[src/rtl/frx_pkg.sv]
package frx_pkg;
  localparam logic [31:0] CRC_POLY = 32'h04C1_1DB7;
  localparam logic [31:0] CRC_SEED = 32'hFFFF_FFFF;

  typedef enum logic [1:0] {
    W_IDLE = 2'd0,
    W_DATA = 2'd1,
    W_SOF  = 2'd2,
    W_EOF  = 2'd3
  } word_kind_e;
endpackage

[src/rtl/frx_word_decode.sv]
module frx_word_decode
  import frx_pkg::*;
#(
  parameter logic [31:0] SOF_CODE = 32'h3CA5_5A01,
  parameter logic [31:0] EOF_CODE = 32'h3CA5_5AFE
) (
  input  logic        is_ctrl,
  input  logic [31:0] word,
  output word_kind_e  kind
);
  always_comb begin
    if (!is_ctrl)              kind = W_DATA;
    else if (word == SOF_CODE) kind = W_SOF;
    else if (word == EOF_CODE) kind = W_EOF;
    else                       kind = W_IDLE;
  end
endmodule

[src/rtl/frx_crc32_step.sv]
module frx_crc32_step
  import frx_pkg::*;
#(
  parameter int DW = 32
) (
  input  logic [31:0]   crc_in,
  input  logic [DW-1:0] din,
  output logic [31:0]   crc_out
);
  always_comb begin
    logic [31:0] acc;
    logic        fb;
    acc = crc_in;
    for (int i = DW - 1; i >= 0; i--) begin
      fb  = acc[31] ^ din[i];
      acc = {acc[30:0], 1'b0} ^ (fb ? CRC_POLY : 32'h0);
    end
    crc_out = acc;
  end
endmodule

[src/rtl/frx_ptr_pair.sv]
module frx_ptr_pair #(
  parameter int AW = 6
) (
  input  logic          clk,
  input  logic          rst_n,
  input  logic          advance,
  input  logic          commit,
  input  logic          rollback,
  output logic [AW-1:0] wr_ptr,
  output logic [AW-1:0] commit_ptr
);
  always_ff @(posedge clk) begin
    if (!rst_n) begin
      wr_ptr     <= '0;
      commit_ptr <= '0;
    end else begin
      if (rollback)     wr_ptr <= commit_ptr;
      else if (advance) wr_ptr <= wr_ptr + 1'b1;
      if (commit)       commit_ptr <= wr_ptr;
    end
  end
endmodule

[src/rtl/frx_classifier.sv]
module frx_classifier
  import frx_pkg::*;
#(
  parameter int          AW       = 6,
  parameter int          LW       = 8,
  parameter int          EW       = 16,
  parameter logic [31:0] SOF_CODE = 32'h3CA5_5A01,
  parameter logic [31:0] EOF_CODE = 32'h3CA5_5AFE,
  parameter logic [3:0]  CTRL_NIB = 4'hC
) (
  input  logic          clk,
  input  logic          rst_n,
  input  logic          in_valid,
  output logic          in_ready,
  input  logic [31:0]   in_data,
  input  logic          in_ctrl,
  output logic          pb_we,
  output logic [AW-1:0] pb_addr,
  output logic [31:0]   pb_data,
  output logic [AW-1:0] pb_commit_ptr,
  output logic          desc_valid,
  input  logic          desc_ready,
  output logic          desc_ctrl,
  output logic [LW-1:0] desc_len,
  output logic          desc_crc_ok,
  output logic [EW-1:0] err_count,
  output logic          in_frame
);
  localparam logic [EW-1:0] ERR_MAX = {EW{1'b1}};

  word_kind_e    kind;
  logic          fire;
  logic          open_q, pend_v_q, hdr_done_q, is_ctrl_q;
  logic [31:0]   pend_q, crc_q, crc_nxt;
  logic [LW-1:0] len_q;
  logic [AW-1:0] wr_ptr;
  logic          pend_proc, wr_payload, eof_hit, abort, frame_ok, fail;

  frx_word_decode #(.SOF_CODE(SOF_CODE), .EOF_CODE(EOF_CODE)) u_dec (
    .is_ctrl(in_ctrl), .word(in_data), .kind(kind)
  );

  frx_crc32_step #(.DW(32)) u_crc (
    .crc_in(crc_q), .din(pend_q), .crc_out(crc_nxt)
  );

  assign in_ready   = !desc_valid || desc_ready;
  assign fire       = in_valid && in_ready;
  assign pend_proc  = fire && (kind == W_DATA) && open_q && pend_v_q;
  assign wr_payload = pend_proc && hdr_done_q;
  assign eof_hit    = fire && (kind == W_EOF) && open_q;
  assign abort      = fire && (kind == W_SOF) && open_q;
  assign frame_ok   = pend_v_q && hdr_done_q && (crc_q == pend_q);
  assign fail       = abort || (eof_hit && !frame_ok);

  frx_ptr_pair #(.AW(AW)) u_ptr (
    .clk(clk), .rst_n(rst_n),
    .advance(wr_payload),
    .commit(eof_hit && frame_ok),
    .rollback(fail),
    .wr_ptr(wr_ptr),
    .commit_ptr(pb_commit_ptr)
  );

  always_ff @(posedge clk) begin
    if (!rst_n) begin
      open_q      <= 1'b0;
      pend_v_q    <= 1'b0;
      hdr_done_q  <= 1'b0;
      is_ctrl_q   <= 1'b0;
      pend_q      <= '0;
      crc_q       <= CRC_SEED;
      len_q       <= '0;
      pb_we       <= 1'b0;
      pb_addr     <= '0;
      pb_data     <= '0;
      desc_valid  <= 1'b0;
      desc_ctrl   <= 1'b0;
      desc_len    <= '0;
      desc_crc_ok <= 1'b0;
      err_count   <= '0;
    end else begin
      pb_we <= wr_payload;
      if (wr_payload) begin
        pb_addr <= wr_ptr;
        pb_data <= pend_q;
      end

      if (desc_valid && desc_ready) desc_valid <= 1'b0;
      if (eof_hit) begin
        desc_valid  <= 1'b1;
        desc_ctrl   <= is_ctrl_q;
        desc_len    <= len_q;
        desc_crc_ok <= frame_ok;
      end

      if (fail && err_count != ERR_MAX) err_count <= err_count + 1'b1;

      if (fire) begin
        unique case (kind)
          W_SOF: begin
            open_q     <= 1'b1;
            pend_v_q   <= 1'b0;
            hdr_done_q <= 1'b0;
            is_ctrl_q  <= 1'b0;
            len_q      <= '0;
            crc_q      <= CRC_SEED;
          end
          W_EOF: open_q <= 1'b0;
          W_DATA: begin
            if (open_q) begin
              pend_q   <= in_data;
              pend_v_q <= 1'b1;
              if (pend_v_q) begin
                crc_q <= crc_nxt;
                if (!hdr_done_q) begin
                  hdr_done_q <= 1'b1;
                  is_ctrl_q  <= (pend_q[31:28] == CTRL_NIB);
                end else begin
                  len_q <= len_q + 1'b1;
                end
              end
            end
          end
          default: ;
        endcase
      end
    end
  end

  assign in_frame = open_q;
endmodule

[config.mk]
export PLATFORM = sky130hd
export DESIGN_NAME = frx_classifier
export DESIGN_NICKNAME = d
export VERILOG_FILES = /design/src/rtl/frx_pkg.sv /design/src/rtl/frx_word_decode.sv /design/src/rtl/frx_crc32_step.sv /design/src/rtl/frx_ptr_pair.sv /design/src/rtl/frx_classifier.sv
export SDC_FILE = /design/constraint.sdc
export NUM_CORES = 1
export LEC_CHECK = 0
export ABC_CLOCK_PERIOD_IN_PS = 6300
export CAP_MARGIN = 15
export CORE_MARGIN = 2
export CORE_UTILIZATION = 47
export CTS_CLUSTER_SIZE = 25
export DETAILED_ROUTE_END_ITERATION = 12
export HOLD_SLACK_MARGIN = 0.15
export PLACE_DENSITY_LB_ADDON = 0.15
export SLEW_MARGIN = 20
export SYNTH_ARGS = -nofsm -noshare
export SYNTH_HDL_FRONTEND = slang
export SYNTH_SLANG_ARGS = --single-unit
[constraint.sdc]
create_clock -name clk -period 6.3 [get_ports clk]
set_clock_uncertainty 0.05 [all_clocks]
set_input_delay 1.26 -clock clk [delete_from_list [all_inputs] [get_ports clk]]
set_output_delay 1.26 -clock clk [all_outputs]
set_load 0.1 [all_outputs]
After elaboration in Yosys (flattened, before gate mapping) --
Index checks and enable logic that the tools add are counted. W data, S select, Z words.
Word-level totals: bits in registers 154, input bits 37, logic and storage cells 181, output and inout port bits 74
Operators by class: equal/unequal tests 12, add/subtract/negate cells 3, multiplexer cells 56, bitwise logic cells 64, reductions and logical operators 29
Operator list (number):
- $xor A32 B32 Y32 | 32
- $mux W27 | 32
- $eq A32 B30 Y1 const B | 2
- $mux W32 | 2
- $pmux W32 S2 | 1
- $eq A32 B32 Y1 | 1
- $xor A1 B1 Y1 | 32
- $mux W8 | 3
- $add A16 B1 Y16 const B | 1
- $ne A16 B16 Y1 const B | 1
- $pmux W8 S2 | 1
- $logic_and A1 B1 Y1 | 15
- $mux W6 | 2
- $reduce_and A5 Y1 | 2
- $add A8 B1 Y8 const B | 1
- $mux W1 | 8
- $ne A2 B2 Y1 const B | 4
- $pmux W1 S2 | 4
- $reduce_bool A2 Y1 | 4
- $add A6 B1 Y6 const B | 1
- $mux W2 | 3
- $reduce_and A3 Y1 | 2
- $eq A2 B2 Y1 const B | 2
- $eq A4 B4 Y1 const B | 1
- 5 further kinds | 7

Longest topological paths before layout --
word-level depth 99, mapped depth 11, depth with buffers taken out 10

Cells and area by module --
A second synthesis with hierarchy kept.
Unflattened totals: cell total of the unflattened synthesis 995, area, all modules 9890.7 um^2
By module, submodules not included:
- frx_classifier | cells an instance 672, times used 1, seq. area each 2842.7 um^2, area each 5830.6 um^2
- frx_crc32_step | cells an instance 251, times used 1, seq. area each 0.0 um^2, area each 3373.2 um^2
- frx_ptr_pair | cells an instance 55, times used 1, seq. area each 240.2 um^2, area each 539.3 um^2
- frx_word_decode | cells an instance 17, times used 1, seq. area each 0.0 um^2, area each 147.6 um^2

Least setup slack after synthesis --
OpenSTA, ideal clock, no wires.
kind input-to-reg, from input desc_ready, to register err_count[13], data arrival time 4158 ps, path buffers 0, slack 2022 ps, data required time 6180 ps, setup time 70 ps, cell stages on the path 8, cells stage by stage nand2b_1 > nand3_1 > nor4_1 > nand3_1 > o22ai_1 > nand3_1 > or4_1 > a21oi_1
Between the ends: longest elaborated chain between the ends 7, elaborated cells on any way between the ends 9, classes of those cells reduce/logical: 9
Ends and longest elaborated chain:
- start, declared | line frx_classifier.sv:22 | input logic desc_ready,
- $logic_or A1 B1 Y1 * | line frx_classifier.sv:47 | assign in_ready = !desc_valid || desc_ready;
- $logic_and A1 B1 Y1 * | line frx_classifier.sv:48 | assign fire = in_valid && in_ready;
- $logic_and A1 B1 Y1 (2 in a row) | line frx_classifier.sv:51 | assign eof_hit = fire && (kind == W_EOF) && open_q;
- $logic_and A1 B1 Y1 | line frx_classifier.sv:54 | assign fail = abort || (eof_hit && !frame_ok);
- $logic_or A1 B1 Y1 * | line frx_classifier.sv:54
- $logic_and A1 B1 Y1 * | line frx_classifier.sv:97 | if (fail && err_count != ERR_MAX) err_count <= err_count + 1'b1;
- end signal, assigned | line frx_classifier.sv:97
- end, declared | line frx_classifier.sv:26 | output logic [EW-1:0] err_count,
Every way passes the cells marked *; elsewhere a longest branch is shown, timed or not. A chain may end at the register's enable or synchronous reset.

Worst setup path in the final report --
from input in_ctrl, to register pb_data[23]
Between the ends: longest elaborated chain between the ends 6
Ends and longest elaborated chain:
- start, declared | line frx_classifier.sv:16 | input logic in_ctrl,
- $mux W2 | line frx_word_decode.sv:12 | if (!is_ctrl) kind = W_DATA;
- $eq A2 B1 Y1 | line frx_classifier.sv:49 | assign pend_proc = fire && (kind == W_DATA) && open_q && pend_v_q;
- $logic_and A1 B1 Y1 (3 in a row) | line frx_classifier.sv:49
- $logic_and A1 B1 Y1 | line frx_classifier.sv:50 | assign wr_payload = pend_proc && hdr_done_q;
- end signal, assigned | line frx_classifier.sv:86 | pb_data <= pend_q;
- end, declared | line frx_classifier.sv:19 | output logic [31:0] pb_data,
Every way passes these cells.

==> results_dict.tcl <==
set metrics [dict create \
    status "finished clean" \
    die-area_mm2 0.0199 \
    fin_area_mm2 0.0108 \
    avgViaCountPerCell 5.35 \
    vias 6849 \
    cts_made_buffers 17 \
    final_common_cell "nand2_1" \
    die_y_um 141 \
    ys_seq_area_share_pct 34.8 \
    cp.arrival_ns 4.91 \
    final_core_utilization_pct 58.2 \
    min_path_type "reg -> reg" \
    antenna_left 0 \
    die_w_um 141 \
    ys_async_sr_fraction_pct 0 \
    avgRoutedWirePerCell_um 18.8 \
    min_period_over_period_pct 74.6 \
    grt_use_total_pct 24.5 \
    drt_iter0_markers 512 \
    post_cts_resized 0 \
    cts.sinks 154 \
    holdWs_ns 0.403 \
    synth_nets 970 \
    cp_slowest_cell "clkdlybuf4s50_1" \
    drt_pass1_iterations 4 \
    r2r_end "crc_q[12]" \
    ys_warn_count 0 \
    mostFrequentLayoutCells "174 x nand2_1, 154 x dfxtp_1, 148 x xnor2_1" \
    synthFlopType "dfxtp_1" \
    place.gp.congestion 0.951 \
    clock_power_share_pct 50.5 \
    remaining_drc_errors 0 \
    post_cts_buffers 0 \
    tritoncts "yes" \
    synth_adder_area_share_pct 0.707 \
    fin_cells 1280 \
    finalHoldViolations 0 \
    diodes 0 \
    layout_setup_ws_ns 1.60 \
    core_mm2 0.0186 \
    path_cells "clkdlybuf4s50_1, nor4bb_1, nand4_1, nor4_1, nand3_1, nand2_1, nand2_1, buf_4, nand2_1, a21oi_1" \
    io_buffers 110 \
    synth_xor_area_share_pct 36.0 \
    worstMarginPinSlew_ns 1.04 \
    period_minus_slack_ns 4.70 \
    synth.cell_area_mm2 0.00885 \
    clock_latency_ns 0.42 \
    cts_hold_buf 0 \
    p_leak_nw 3.99 \
    path_class "in -> reg" \
    hp-start "pb_data[12]" \
    grt_pass1_wl_um 37600 \
    htree_levels 4 \
    path_clk_slew_ns 0.06 \
    synth-compound-area-share_pct 9.00 \
    slew_headroom_pct 30.5 \
    powerDensity_mw_per_mm2 191 \
    rr_worst_depth 10 \
    fp-row-count 50 \
    ir_drop_mv 0.173 \
    synth_edf_count 0 \
    rsz0062_at_grt "false" \
    dp_cells 1248 \
    areaGrowthSynthToFinish_pct 22.2 \
    placed_area_mm2 0.0102 \
    cp_max_fo 25 \
    netlist_instances 928 \
    drive_above_1_share_pct 7.07 \
    startpoint_type "input port" \
    tns_ns 0 \
    internal_power_mw 1.60 \
    crit_start "in_ctrl" \
    crit_end "pb_data[23]" \
    drt-total-wl_um 24100 \
    synthMuxAreaShare_pct 2.76 \
    synthDistinctLibCells 49 \
    fmax_ghz 0.213 \
    cpMostUsedCell "nand2_1" \
    reg2reg_from "pend_q[28]" \
    synth_top_family_by_area "XOR/XNOR gates" \
    io_pins 111 \
    grt-ovfl-total 0 \
    initial_core_util_pct 47.6 \
    crit_buf_inv 2 \
    synth_seq_cells 154 \
    clock-root-buffer "clkbuf_16" \
    antenna_found_initial 0 \
    slowest_delay_ns 0.75 \
    power_frac_comb_pct 2.5 \
    cap_viol_max_count 0 \
    fin_nets 1075 \
    grt_pass1_vias 6637 \
    cp.required_ns 6.51 \
    p_sw_share_pct 22.9 \
    power.switching_uw 473 \
    setup_viol_count_final 0 \
    grt_max_degree 98 \
    drv_slew 0 \
    dp_hpwl_um 18000 \
    holdPathStages 2 \
    p_total_mw 2.07 \
    synthSimpleGateAreaFrac_pct 14.8 \
    seq_power_share_pct 47.0 \
    rrSetupSlack_ns 1.71 \
    avgSynthCellArea_um2 9.54 \
    path_delay_family "simple AND/OR/NAND/NOR gates" \
    clock_path_buffers 2 \
    cp-end-kind "register" \
    post-place-ws_ns 1.18 \
    critical_path_depth 10 \
]
-- power groups by stage --
stage	clock network, mW	logic [mW]	registers, mW
after CTS	1.06	0.0516	0.973
final	1.04	0.0516	0.973
after global routing	1.11	0.0546	0.972
after floorplan	0	0.0177	0.995
after global placement	0	0.0514	0.995
after detailed placement	0	0.0511	0.995
-- logic make-up after synthesis --
group | count (synthesis)
AO/OA/AOI/OAI | 138
AND/OR/NAND/NOR | 297
adder cells (fa/ha/maj) | 5
multiplexers | 24
flip-flops | 154
XOR/XNOR | 266
buffers and inverters | 44
-- tightest hold or removal path: stages (launching register included) --
cell,delay (ns)
dfxtp_1,0.31
nand2_1,0.05
a21oi_1,0.05
-- Yosys cell counts, drive strengths merged, types with 3 or more instances --
cell	instances	area, um^2
a21oi	88	440
and2	5	31.3
and3	6	37.5
clkbuf	33	124
dfxtp	154	3080
ha	5	62.6
inv	10	40.0
mux2	3	33.8
mux2i	21	210
nand2	174	653
nand3	10	50.1
nand4	21	131
nor2	49	184
nor3	5	25.0
nor4	5	31.3
nor4bb	3	30.0
o21ai	11	55.1
o22a	18	158
o22ai	10	62.6
o31ai	4	30.0
or3	5	31.3
or4	4	30.0
xnor2	161	1530
xnor3	49	1110
xor2	53	479
xor3	3	71.3
-- how the worst min path moves through the flow --
stage	to	slack, ns
finish	pb_data[12]	0.40
CTS	pb_data[12]	0.40
detailed placement	pb_data[12]	0.40
global placement	pb_data[8]	0.39
floorplan	hdr_done_q	0.40
global route	pb_data[5]	0.42
-- flip-flops by register name, indices dropped and copies added (netlist names), 6 cells and up --
signal and flops:
crc_q 32, pend_q 32, desc_len 8, u_ptr.commit_ptr 6, u_ptr.wr_ptr 6, pb_data 32, pb_addr 6, err_count 16
len_q 8
-- layer usage --
layer  GRT usage, %  part of all wire (%)
met5              0                     0
met1           32.2                    44
met2           41.5                    49
met3           5.13                   5.6
met4           5.47                   1.2
-- area by class of cell --
type,instances,area [um^2]
fillers,1673,7760
multi-input cells,730,5620
flip-flops and latches,154,3080
repair buffers,120,1180
clock buffers,17,425
well taps,234,293
clock inverters,15,185
inverters,10,41.3
No activity file was read; power rests on OpenSTA's default activity.
